### config.mk
export PLATFORM = sky130hd
export DESIGN_NAME = serial_cmd_rx
export DESIGN_NICKNAME = d
export VERILOG_FILES = /design/src/rtl/cmdrx_pkg.sv /design/src/rtl/cmdrx_sync.sv /design/src/rtl/cmdrx_frame.sv /design/src/rtl/cmdrx_diag_tx.sv /design/src/rtl/cmdrx_clkdiv.sv /design/src/rtl/serial_cmd_rx.sv
export SDC_FILE = /design/constraint.sdc
export NUM_CORES = 1
export LEC_CHECK = 0
export ABC_CLOCK_PERIOD_IN_PS = 4000
export BUFFER_PORTS_ARGS = -buffer_cell sky130_fd_sc_hd__buf_2
export CORE_MARGIN = 2
export CORE_UTILIZATION = 59
export DETAILED_ROUTE_END_ITERATION = 8
export MAX_ROUTING_LAYER = met4
export PLACE_DENSITY = 0.82
export REMOVE_ABC_BUFFERS = 1
export SLEW_MARGIN = 20
export SYNTH_ARGS = -nofsm -noshare
export SYNTH_HDL_FRONTEND = slang
export SYNTH_SLANG_ARGS = --single-unit
### constraint.sdc
create_clock -name clk_i -period 4 [get_ports clk_i]
set_input_delay 0.2 -clock clk_i [delete_from_list [all_inputs] [get_ports clk_i]]
set_output_delay 0.2 -clock clk_i [all_outputs]
set_load 0.02 [all_outputs]
### src/rtl/cmdrx_pkg.sv
package cmdrx_pkg;
  localparam int unsigned CMD_W     = 8;
  localparam int unsigned DIAG_W    = 3;
  localparam int unsigned FRAME_LEN = CMD_W + DIAG_W;
  localparam int unsigned CNT_W     = $clog2(FRAME_LEN + 1);
  localparam int unsigned GAIN_LSB  = 6;
  localparam int unsigned GAIN_W    = 2;
  localparam int unsigned TEST_BIT  = 3;

  typedef logic [CNT_W-1:0] bitcnt_t;
  typedef logic [CMD_W-1:0] cmd_t;
endpackage

### src/rtl/cmdrx_sync.sv
module cmdrx_sync #(
  parameter int unsigned WIDTH  = 3,
  parameter int unsigned STAGES = 2
) (
  input  logic             clk_i,
  input  logic             rst_ni,
  input  logic [WIDTH-1:0] d_i,
  output logic [WIDTH-1:0] q_o
);
  logic [WIDTH-1:0] stg_q [STAGES];

  always_ff @(posedge clk_i or negedge rst_ni) begin
    if (!rst_ni) stg_q[0] <= '0;
    else         stg_q[0] <= d_i;
  end

  for (genvar s = 1; s < STAGES; s++) begin : g_stage
    always_ff @(posedge clk_i or negedge rst_ni) begin
      if (!rst_ni) stg_q[s] <= '0;
      else         stg_q[s] <= stg_q[s-1];
    end
  end

  assign q_o = stg_q[STAGES-1];
endmodule

### src/rtl/cmdrx_frame.sv
module cmdrx_frame
  import cmdrx_pkg::*;
(
  input  logic    clk_i,
  input  logic    rst_ni,
  input  logic    sclk_i,
  input  logic    sdi_i,
  output logic    sclk_fall_o,
  output logic    frm_rst_o,
  output bitcnt_t cnt_o,
  output cmd_t    cmd_o
);
  localparam bitcnt_t IDLE_CNT = bitcnt_t'(FRAME_LEN);
  localparam bitcnt_t LAST_CMD = bitcnt_t'(CMD_W - 1);

  logic    sclk_q, sdi_q, hold_q;
  logic    sclk_rise, sdi_rise, frm_rst;
  bitcnt_t cnt_q;
  cmd_t    shf_q, cmd_q;

  assign sclk_rise   = sclk_i & ~sclk_q;
  assign sclk_fall_o = ~sclk_i & sclk_q;
  assign sdi_rise    = sdi_i & ~sdi_q;
  // framing reset: entered by a data rise under a high clock, held while both stay high
  assign frm_rst     = (sdi_rise & sclk_i) | (hold_q & sclk_i & sdi_i);

  always_ff @(posedge clk_i or negedge rst_ni) begin
    if (!rst_ni) begin
      sclk_q <= 1'b0;
      sdi_q  <= 1'b0;
      hold_q <= 1'b0;
    end else begin
      sclk_q <= sclk_i;
      sdi_q  <= sdi_i;
      hold_q <= frm_rst;
    end
  end

  always_ff @(posedge clk_i or negedge rst_ni) begin
    if (!rst_ni) begin
      cnt_q <= IDLE_CNT;
      shf_q <= '0;
      cmd_q <= '0;
    end else if (frm_rst) begin
      cnt_q <= '0;
      shf_q <= '0;
    end else if (sclk_rise && cnt_q < IDLE_CNT) begin
      cnt_q <= cnt_q + 1'b1;
      if (cnt_q < bitcnt_t'(CMD_W)) shf_q <= {sdi_i, shf_q[CMD_W-1:1]};
      if (cnt_q == LAST_CMD)        cmd_q <= {sdi_i, shf_q[CMD_W-1:1]};
    end
  end

  assign frm_rst_o = frm_rst;
  assign cnt_o     = cnt_q;
  assign cmd_o     = cmd_q;
endmodule

### src/rtl/cmdrx_diag_tx.sv
module cmdrx_diag_tx
  import cmdrx_pkg::*;
(
  input  logic              clk_i,
  input  logic              rst_ni,
  input  logic              sclk_fall_i,
  input  logic              frm_rst_i,
  input  bitcnt_t           cnt_i,
  input  logic [DIAG_W-1:0] diag_i,
  output logic              sdo_o
);
  logic sel_bit, sdo_q;

  always_comb begin
    sel_bit = 1'b0;
    for (int i = 0; i < DIAG_W; i++) begin
      if (cnt_i == bitcnt_t'(CMD_W + i)) sel_bit = diag_i[i];
    end
  end

  always_ff @(posedge clk_i or negedge rst_ni) begin
    if (!rst_ni)          sdo_q <= 1'b0;
    else if (frm_rst_i)   sdo_q <= 1'b0;
    else if (sclk_fall_i) sdo_q <= sel_bit;
  end

  assign sdo_o = sdo_q;
endmodule

### src/rtl/cmdrx_clkdiv.sv
module cmdrx_clkdiv #(
  parameter int unsigned DIV_LOG2 = 5
) (
  input  logic clk_i,
  input  logic rst_ni,
  input  logic carrier_i,
  output logic div_o
);
  localparam int unsigned HALF_W = DIV_LOG2 - 1;

  logic              car_q, div_q;
  logic [HALF_W-1:0] cnt_q;

  always_ff @(posedge clk_i or negedge rst_ni) begin
    if (!rst_ni) begin
      car_q <= 1'b0;
      div_q <= 1'b0;
      cnt_q <= '0;
    end else begin
      car_q <= carrier_i;
      if (carrier_i && !car_q) begin
        cnt_q <= cnt_q + 1'b1;
        if (&cnt_q) div_q <= ~div_q;
      end
    end
  end

  assign div_o = div_q;
endmodule

### src/rtl/serial_cmd_rx.sv
module serial_cmd_rx
  import cmdrx_pkg::*;
#(
  parameter int unsigned SYNC_STAGES = 2,
  parameter int unsigned DIV_LOG2    = 5
) (
  input  logic              clk_i,
  input  logic              rst_ni,
  input  logic              sclk_i,
  input  logic              sdi_i,
  input  logic              carrier_i,
  input  logic [DIAG_W-1:0] diag_i,
  output logic              sdo_o,
  output logic [CMD_W-1:0]  cmd_o,
  output logic [GAIN_W-1:0] gain_o,
  output logic              test_sel_o
);
  logic [2:0] raw_in, syn_in;
  logic       sclk_s, sdi_s, car_s;
  logic       sclk_fall, frm_rst, diag_sdo, div_out;
  bitcnt_t    bit_cnt;
  cmd_t       cmd;

  assign raw_in = {carrier_i, sdi_i, sclk_i};
  assign {car_s, sdi_s, sclk_s} = syn_in;

  cmdrx_sync #(.WIDTH(3), .STAGES(SYNC_STAGES)) u_sync (
    .clk_i (clk_i),
    .rst_ni(rst_ni),
    .d_i   (raw_in),
    .q_o   (syn_in)
  );

  cmdrx_frame u_frame (
    .clk_i      (clk_i),
    .rst_ni     (rst_ni),
    .sclk_i     (sclk_s),
    .sdi_i      (sdi_s),
    .sclk_fall_o(sclk_fall),
    .frm_rst_o  (frm_rst),
    .cnt_o      (bit_cnt),
    .cmd_o      (cmd)
  );

  cmdrx_diag_tx u_diag (
    .clk_i      (clk_i),
    .rst_ni     (rst_ni),
    .sclk_fall_i(sclk_fall),
    .frm_rst_i  (frm_rst),
    .cnt_i      (bit_cnt),
    .diag_i     (diag_i),
    .sdo_o      (diag_sdo)
  );

  cmdrx_clkdiv #(.DIV_LOG2(DIV_LOG2)) u_div (
    .clk_i    (clk_i),
    .rst_ni   (rst_ni),
    .carrier_i(car_s),
    .div_o    (div_out)
  );

  assign cmd_o      = cmd;
  assign gain_o     = cmd[GAIN_LSB +: GAIN_W];
  assign test_sel_o = cmd[TEST_BIT];
  assign sdo_o      = test_sel_o ? div_out : diag_sdo;
endmodule

## Yosys cells after proc, flatten, opt, wreduce, memory -nomap -nowiden

Cells that the tools add are included.

| operators by class | value |
|---|---|
| $add $sub $neg | 2 |
| order comparisons | 2 |
| equality and inequality tests | 4 |
| mux-type cells | 11 |
| bitwise logic cells | 12 |
| reductions and logical operators | 9 |

Operators by type and width:

| kind | number |
|---|---|
| $mux W8 | 3 |
| $eq A4 B4 Y1 const B | 3 |
| $add A4 B1 Y4 const B | 2 |
| $lt A4 B4 Y1 const B | 2 |
| $mux W4 | 2 |
| $and A1 B1 Y1 | 6 |
| $mux W1 | 6 |
| $reduce_bool A2 Y1 | 3 |
| $not A1 Y1 | 5 |
| $reduce_and A5 Y1 | 1 |
| $eq A4 B3 Y1 const B | 1 |
| $reduce_and A3 Y1 | 1 |
| $logic_and A1 B1 Y1 | 2 |
| $reduce_and A2 Y1 | 1 |
| $logic_not A1 Y1 | 1 |
| $or A1 B1 Y1 | 1 |

| storage, ports and cells | value |
|---|---|
| register bits | 36 |
| input port bits | 8 |
| word-level logic and storage cells | 52 |

## Depth between registers and ports, before layout

Gate-level depths: netlist of the first run.

| depth | value |
|---|---|
| depth after elaboration | 6 |
| mapped depth | 5 |
| mapped depth without buffers | 5 |

## Cells and area by module

From an unflattened synthesis of the first run, not the netlist that was laid out.

| unflattened totals | value |
|---|---|
| cells, all modules | 115 |
| area, all modules | 1461.4 µm² |

By module, submodules not included:

| module | instances | cells each | area each (µm²) | sequential area each (µm²) |
|---|---|---|---|---|
| cmdrx_frame | 1 | 76 | 932.1 | 554.3 |
| cmdrx_clkdiv | 1 | 17 | 245.2 | 150.1 |
| cmdrx_sync | 1 | 9 | 172.7 | 150.1 |
| cmdrx_diag_tx | 1 | 9 | 73.8 | 25.0 |
| serial_cmd_rx | 1 | 4 | 37.5 | 0.0 |

## Worst setup path before layout of the first run

No wires, ideal clock.

| timing path | value |
|---|---|
| path kind | register to register |
| start point | register u_frame.cnt_q[0] (netlist: u_frame.cnt_o[0]) |
| end point | register u_frame.cmd_q[0] (netlist: u_frame.cmd_o[0]) |
| library setup time | 125 ps |
| arrival | 1389 ps |
| required time | 3875 ps |
| setup slack | 2486 ps |
| cell stages (with the launch flop) | 5 |
| clock period less this slack | 1514 ps |
| path through | dfstp_2 -> ha_1 -> and4bb_2 -> o211ai_4 -> mux2_2 |

| between the ends | value |
|---|---|
| cells in the longest elaborated chain, start to end | 3 |
| elaborated cells on any way between the ends | 4 |
| classes of those cells | order compare (1); eq/ne (1); reduce/logical (2) |

RTL lines:

| element | RTL line | RTL |
|---|---|---|
| start, declared | cmdrx_frame.sv:18 | `bitcnt_t cnt_q;` |
| start signal, assigned | cmdrx_frame.sv:48 | `cnt_q <= cnt_q + 1'b1;` |
| $lt A4 B4 Y1 | cmdrx_frame.sv:47 | `end else if (sclk_rise && cnt_q < IDLE_CNT) begin` |
| $logic_and A1 B1 Y1 | cmdrx_frame.sv:47 |  |
| $reduce_and A3 Y1 (no source line) (*) | n/a |  |
| end signal, assigned | cmdrx_frame.sv:50 | `if (cnt_q == LAST_CMD) cmd_q <= {sdi_i, shf_q[CMD_W-1:1]};` |
| end, declared | cmdrx_frame.sv:19 | `cmd_t shf_q, cmd_q;` |

Every way passes the cells marked *; elsewhere a longest branch is shown, timed or not.
A chain may end at the register's enable or synchronous reset.

## Worst setup path after layout of the first run

Same ends and word-level chain as after synthesis.

==> flow_metrics.py, run 1 <==
metrics = {
    "layout": {
        "diodes": 0,
        "nFillCells": 159,
        "postLayoutCoreUtil_pct": 74.92,
        "fin_nets": 146,
        "drive_gt1_share_pct": 32.84,
        "layout_commonest_cell": "dfrtp_1",
        "seqCellArea_um2": 879.6,
        "syn_to_final_growth_pct": 17.19,
        "multi_input_area_um2": 519.2,
        "final_cell_mix": "dfrtp_1, buf_2, nor2_1, mux2_2, mux2i_1",
    },
    "hold_path": {
        "holdPathEnd": "u_diag.sdo_o$_DFFE_PN0P_",
        "holdPathStages": 3,
        "min_from": "diag_i[0]",
        "hold_path_class": "input pin to register",
    },
    "worst_setup_path": {
        "slowest_stage": "dfstp_2",
        "r2r_start": "u_frame.cnt_o[0]$_DFFE_PN1P_",
        "path_depth": 4,
        "reg2reg_slack_ns": 2.36,
        "path_class": "register to register",
        "slowest_delay_ns": 0.58,
        "cp_top_family": "flip-flops",
        "worstPathCellList": "ha_1 -> and4bb_2 -> o211ai_4 -> mux2_2",
        "reg2reg_depth": 4,
        "critPathRequiredTime_ns": 4.22,
        "critPathCaptureType": "register",
        "start_kind": "register",
        "crit_arrival_ns": 1.87,
        "cp.buffers_inverters": 0,
        "crit_fanout": 8,
        "regToRegEndpoint": "u_frame.cmd_o[0]$_DFFE_PN0P_",
    },
    "clock_tree": {
        "tritoncts": "yes",
        "cts_num_sinks": 35,
        "cts_resized": 0,
        "path_clk_slew_ns": 0.10,
        "clk_latency_ns": 0.34,
        "clock_path_buffers": 2,
        "cts_root_buf": "clkbuf_4",
        "cts_buffers": 5,
        "cts_max_level": 2,
    },
    "sta": {
        "max_freq_mhz": 609.1,
        "setup_viol": 0,
        "fin_tns_setup_ns": 0,
        "worst_pin_slew_ns": 0.8543,
        "fin_crit_ns": 1.642,
        "slew_violations": 0,
        "hold_viol_final": 0,
        "skew_ns": 0.01346,
        "post-route-period-util_pct": 41.05,
        "rsz0062_at_grt": "no",
        "slew_headroom_pct": 42.83,
    },
    "synth": {
        "synth_compound_area_share_pct": 6.076,
        "synth_top_flop_cell": "dfrtp_1",
        "syn_avg_cell_area_um2": 13.35,
        "synthTopCellsByArea": "dfrtp_1, mux2_2, dfstp_2",
        "synth-adder-area-share_pct": 4.340,
        "yosys.area.top_type": "dfrtp_1",
        "seq_area_frac_synth_pct": 61.02,
        "ys_async_sr_fraction_pct": 100.0,
        "synth_top_family_by_area": "multiplexers",
        "synth.area.mux_share_pct": 12.67,
        "yosys.area_share.simple_pct": 9.549,
        "ys_warn_count": 0,
        "synth_cell_types": 26,
        "synth-edff-count": 0,
        "yosysTopAreaCellShare_pct": 55.56,
        "synth-seq-cells": 35,
        "netlist_area_mm2": 0.001441,
        "yosys.area_share.xor_xnor_pct": 3.038,
        "syn_inst": 108,
    },
    "die": {
        "die_w_um": 53.43,
        "die-height_um": 53.43,
        "initial_core_util_pct": 63.93,
        "ios": 20,
        "num_rows": 17,
        "dieArea_mm2": 0.002854,
        "core_mm2": 0.002255,
    },
    "route": {
        "drtIter0Drc": 6,
        "viasPerCell": 5.346,
        "ant_nets": 0,
        "vias": 866,
        "totalWireLength_um": 2270,
        "firstDrtPassIters": 4,
        "drc": 0,
        "wire_per_inst_um": 14.01,
    },
    "power": {
        "ir_worst_vdd_mv": 0.4592,
        "power_density_mw_per_mm2": 513.5,
        "p_leak_nw": 0.8284,
    },
    "global_routing": {
        "overflow": 0,
        "antenna_found_initial": 0,
        "grt_usage_pct": 19.75,
        "grt_max_degree": 36,
        "grt_pass1_vias": 846,
        "grt_first_pass_wirelength_um": 3705,
    },
    "run_status": {
        "status": "finished clean",
    },
    "placement": {
        "gp_congestion": 0.7491,
        "port_buffers": 19,
        "hpwlAfterDp_um": 1545,
    },
    "run": {
        "cap_violations": 0,
    },
}
-- what timing repair did --
action                    4_1_cts  5_1_grt
hold buffers                    4        0
setup buffers                   0        0
hold endpoints to repair       35        0
-- flip-flops by register name (all words and copies together) (netlist names) --
| signal | cells |
|---|---|
| u_frame.cmd_o | 8 |
| u_frame.shf_q | 7 |
| u_div.cnt_q | 4 |
| u_frame.cnt_o | 4 |
| u_sync.q_o | 3 |
| u_sync.stg_q | 3 |
| u_diag.sdo_o | 1 |
| u_div.car_q | 1 |
| u_div.div_o | 1 |
| u_frame.hold_q | 1 |
| u_frame.sclk_q | 1 |
| u_frame.sdi_q | 1 |
-- metrics by stage --
stage | cells | total power (W) | hold slack [ns] | setup slack (ns) | instance area [um2]
detailed placement | 150 | 0.0005604 | 0.3098 | 2.343 | 1544
finish | 162 | 0.0008673 | 0.2101 | 2.358 | 1689
floorplan | 103 | 0.0005208 | -0.09559 | 2.316 | 1409
CTS | 162 | 0.0008765 | 0.2152 | 2.329 | 1689
global route | 162 | 0.0009093 | 0.2202 | 2.258 | 1689
global placement | 150 | 0.0005479 | 0.2971 | 2.123 | 1539
-- power by group --
part           internal (W)  switching, W
Clock              0.000194      0.000118
Combinational     0.0000555     0.0000544
Sequential         0.000403     0.0000417
-- cell usage after synthesis, types with 2 or more instances --
cell / n
nand3_1: 3
dfrtp_1: 32
buf_2: 2
nor2_1: 10
mux2_2: 10
ha_1: 5
dfstp_2: 3
inv_1: 4
nand2_1: 2
xnor2_1: 4
and4bb_2: 2
nor2b_1: 4
o21ai_0: 5
buf_4: 3
mux2i_1: 7
a21oi_1: 2
-- logic make-up after synthesis --
family / count (synthesis)
mux: 17
buf+inv: 9
compound gates: 12
flops: 35
xor+xnor: 5
fa+ha+maj: 5
simple gates: 25
-- tightest hold or removal path, stage by stage --
cell and delay, ns:
buf_2 0.08, a221oi_1 0.08, o22ai_1 0.15
-- worst max-delay path by stage --
stage / startpoint / endpoint / slack, ns
after floorplan: u_frame.sclk_q$_DFF_PN0_ / u_frame.shf_q[1]$_DFFE_PN0P_ / 2.32
after detailed placement: u_frame.cnt_o[0]$_DFFE_PN1P_ / u_frame.cmd_o[0]$_DFFE_PN0P_ / 2.34
after global routing: u_sync.q_o[0]$_DFF_PN0_ / u_diag.sdo_o$_DFFE_PN0P_ / 2.26
after global placement: u_sync.q_o[0]$_DFF_PN0_ / u_frame.shf_q[3]$_DFFE_PN0P_ / 2.12
final: u_frame.cnt_o[0]$_DFFE_PN1P_ / u_frame.cmd_o[0]$_DFFE_PN0P_ / 2.36
after CTS: u_frame.cnt_o[0]$_DFFE_PN1P_ / u_frame.cmd_o[2]$_DFFE_PN0P_ / 2.33
-- layer usage --
layer	vias to the layer above	track usage, %	routed length, um
met2	20	31.28	1097
met1	423	22.62	1027
met4	0	11.54	48
met3	5	5.085	97
met5	-	-	0
li1	418	-	-
-- final cells by class --
class	count	share of cell area, %
Clock inverter	3	4.000
Timing Repair Buffer	23	8.000
Tap cell	28	2.074
Clock buffer	5	2.222
Inverter	4	0.8889
Multi-Input combinational cell	64	30.74
Sequential cell	35	52.07
Power figures use the tool's default switching activity.
==> run 2, diff against run 1 <==
Settings changed: ABC_AREA from default to 1, ABC_CLOCK_PERIOD_IN_PS 4000 to 1400, CORE_UTILIZATION 59 to 50, PLACE_DENSITY 0.82 to 0.73.
Clock period 4 ns to 1.4 ns, I/O delays scaled along.
==> run 2 against run 1 <==
Net effect:
- sequential power rose to 2.9 times the previous value
- largest cell class unchanged
- critical path type unchanged
- fmax grew 20%
- the flow now finishes with violations (design-rule violations)
- largest power group unchanged
- final area grew 8.3%
- highest routed layer unchanged
==> flow_metrics.py, run 2 <==
metrics = {
    "worst_setup_path": {
        "cp_common_cell": "nand2_1",
        "crit_fanout": 9,
        "start_kind": "register",
        "path_class": "register to register",
        "slowest_delay_ns": 0.40,
        "crit_arrival_ns": 1.61,
        "critPathRequiredTime_ns": 1.65,
        "cp_top_family": "flip-flops",
        "slowest_stage": "dfstp_2",
        "critPathCaptureType": "register",
        "worstPathCellList": "ha_4 -> inv_1 -> nand2_2 -> a21oi_2 -> buf_6 -> nand2_4 -> nand2_1 -> nand2_1",
        "reg2reg_slack_ns": 0.04,
        "cp.buffers_inverters": 2,
    },
    "global_routing": {
        "grt_max_degree": 36,
        "grt_pass1_vias": 1065,
        "grt_usage_pct": 17.97,
        "antenna_found_initial": 0,
        "grt_first_pass_wirelength_um": 4478,
        "overflow": 0,
    },
    "die": {
        "dieArea_mm2": 0.003457,
        "initial_core_util_pct": 53.52,
        "die_w_um": 58.80,
        "core_mm2": 0.002805,
        "ios": 20,
        "num_rows": 19,
        "die-height_um": 58.80,
    },
    "power": {
        "power.total_w": 0.002425,
        "power_density_mw_per_mm2": 1326,
        "p_leak_nw": 0.9513,
        "ir_worst_vdd_mv": 0.7582,
    },
    "run": {
        "cap_violations": 0,
    },
    "synth": {
        "synth_common_cells": "nand2_1, dfrtp_1, nor2_1",
        "synth_top_flop_cell": "dfrtp_1",
        "syn_avg_cell_area_um2": 9.625,
        "synth-seq-cells": 35,
        "synth.most_common_cell": "nand2_1",
        "syn_inst": 156,
        "netlist_area_mm2": 0.001501,
        "yosysTopAreaCellShare_pct": 53.33,
        "ys_warn_count": 0,
        "seq_area_frac_synth_pct": 58.58,
        "yosys.area.top_type": "dfrtp_1",
        "synth-edff-count": 0,
        "ys_async_sr_fraction_pct": 100.0,
        "synth_cell_types": 24,
        "synthTopCellsByArea": "dfrtp_1, nand2_1, nand3_1",
    },
    "sta": {
        "max_freq_mhz": 732.7,
        "post-route-period-util_pct": 97.48,
        "slew_headroom_pct": 71.85,
        "setup_slack_ns": 0.03522,
        "finalHoldWorstSlack_ns": 0.06481,
        "fin_crit_ns": 1.365,
        "skew_ns": 0.01341,
        "fin_tns_setup_ns": 0,
        "hold_viol_final": 0,
        "setup_viol": 0,
        "slew_violations": 0,
        "worst_pin_slew_ns": 0.4223,
    },
    "clock_tree": {
        "cts_buffers": 5,
        "path_clk_slew_ns": 0.11,
        "cts_max_level": 2,
        "tritoncts": "yes",
        "clk_latency_ns": 0.34,
        "cts_root_buf": "clkbuf_4",
        "clock_path_buffers": 2,
        "cts_num_sinks": 35,
    },
    "layout": {
        "syn_to_final_growth_pct": 21.83,
        "seqCellArea_um2": 879.6,
        "drive_gt1_share_pct": 30.89,
        "postLayoutCoreUtil_pct": 65.21,
        "nFillCells": 230,
        "layout_commonest_cell": "nand2_1",
        "largest_reg_flops": 8,
        "final_cell_mix": "nand2_1, dfrtp_1, buf_2",
        "diodes": 0,
        "multi_input_area_um2": 575.6,
        "fin_nets": 203,
    },
    "run_status": {
        "status": "finished, violations left",
        "violations": "design-rule violations",
    },
    "placement": {
        "gp_congestion": 0.7160,
        "port_buffers": 19,
        "dp_slack_ns": -0.05879,
        "hpwlAfterDp_um": 1906,
    },
    "route": {
        "firstDrtPassIters": 6,
        "drc": 3,
        "totalWireLength_um": 2635,
        "vias": 1114,
        "ant_nets": 0,
        "wire_per_inst_um": 11.87,
        "viasPerCell": 5.018,
        "drtIter0Drc": 23,
    },
    "hold_path": {
        "hold_path_class": "input pin to register",
    },
}
[run 2: path summary, 6_finish.rpt]
kind,depth (start not counted),endpoint,from
max,8,u_frame.cmd_o[4]$_DFFE_PN0P_,u_frame.cnt_o[0]$_DFFE_PN1P_
min,5,u_diag.sdo_o$_DFFE_PN0P_,diag_i[0]
max reg2reg,8,u_frame.cmd_o[4]$_DFFE_PN0P_,u_frame.cnt_o[0]$_DFFE_PN1P_
min reg2reg,0,u_sync.q_o[0]$_DFF_PN0_,u_sync.stg_q[3]$_DFF_PN0_
max in group asynchronous,3,u_frame.cnt_o[1]$_DFFE_PN1P_,rst_ni
min in group asynchronous,3,u_frame.hold_q$_DFF_PN0_,rst_ni
[run 2: metal layers]
| metal | track usage (%) | vias up | part of all wire, % |
|---|---|---|---|
| met3 | 5.934 | 7 | 4.9 |
| li1 | - | 558 | - |
| met5 | - | - | 0 |
| met2 | 30.00 | 23 | 50 |
| met1 | 20.35 | 526 | 44 |
| met4 | 5.844 | 0 | 1.7 |
[run 2: power by group]
part / total (W) / leakage, nW / switching, W / internal [W]
Combinational: 0.000504 / 0.480 / 0.000288 / 0.000216
Clock: 0.000615 / 0.0375 / 0.000321 / 0.000293
Sequential: 0.00131 / 0.434 / 0.000128 / 0.00118
[run 2: final cells by class]
class / count / share of cell area, %
Tap cell: 31 / 2.120
Sequential cell: 35 / 48.08
Timing Repair Buffer: 31 / 11.08
Inverter: 16 / 3.283
Clock buffer: 7 / 3.557
Multi-Input combinational cell: 101 / 31.46
Clock inverter: 1 / 0.4104
[run 2: worst min-delay path, stage by stage]
cell,delay [ns]
buf_2,0.09
nand2_1,0.06
o21ai_1,0.05
nand2_1,0.05
nand2_1,0.05
[run 2: cell families after synthesis]
kind of cell	share of synthesized area (%)
AOI/OAI and AO/OA	5.667
xor gates and xnor gates	1.750
adders and majority gates	4.167
buffers and inverters	6.333
DFF	58.58
muxes	0.7499
and+or+nand+nor	22.75
[run 2: through the flow]
step	instances	cell area (um2)
after floorplan	151	1466
after global placement	208	1653
after detailed placement	208	1653
after CTS	221	1784
after global routing	222	1829
final	222	1829
[run 2: what timing repair did]
action / in CTS / in global routing
hold endpoints to repair: 35 / 0
hold buffers: 4 / 0
buffers inserted: 0 / 1
pin swaps: 1 / 7
gates cloned: 1 / 0
setup endpoints to repair: 8 / 9
gates resized for setup: 2 / 10
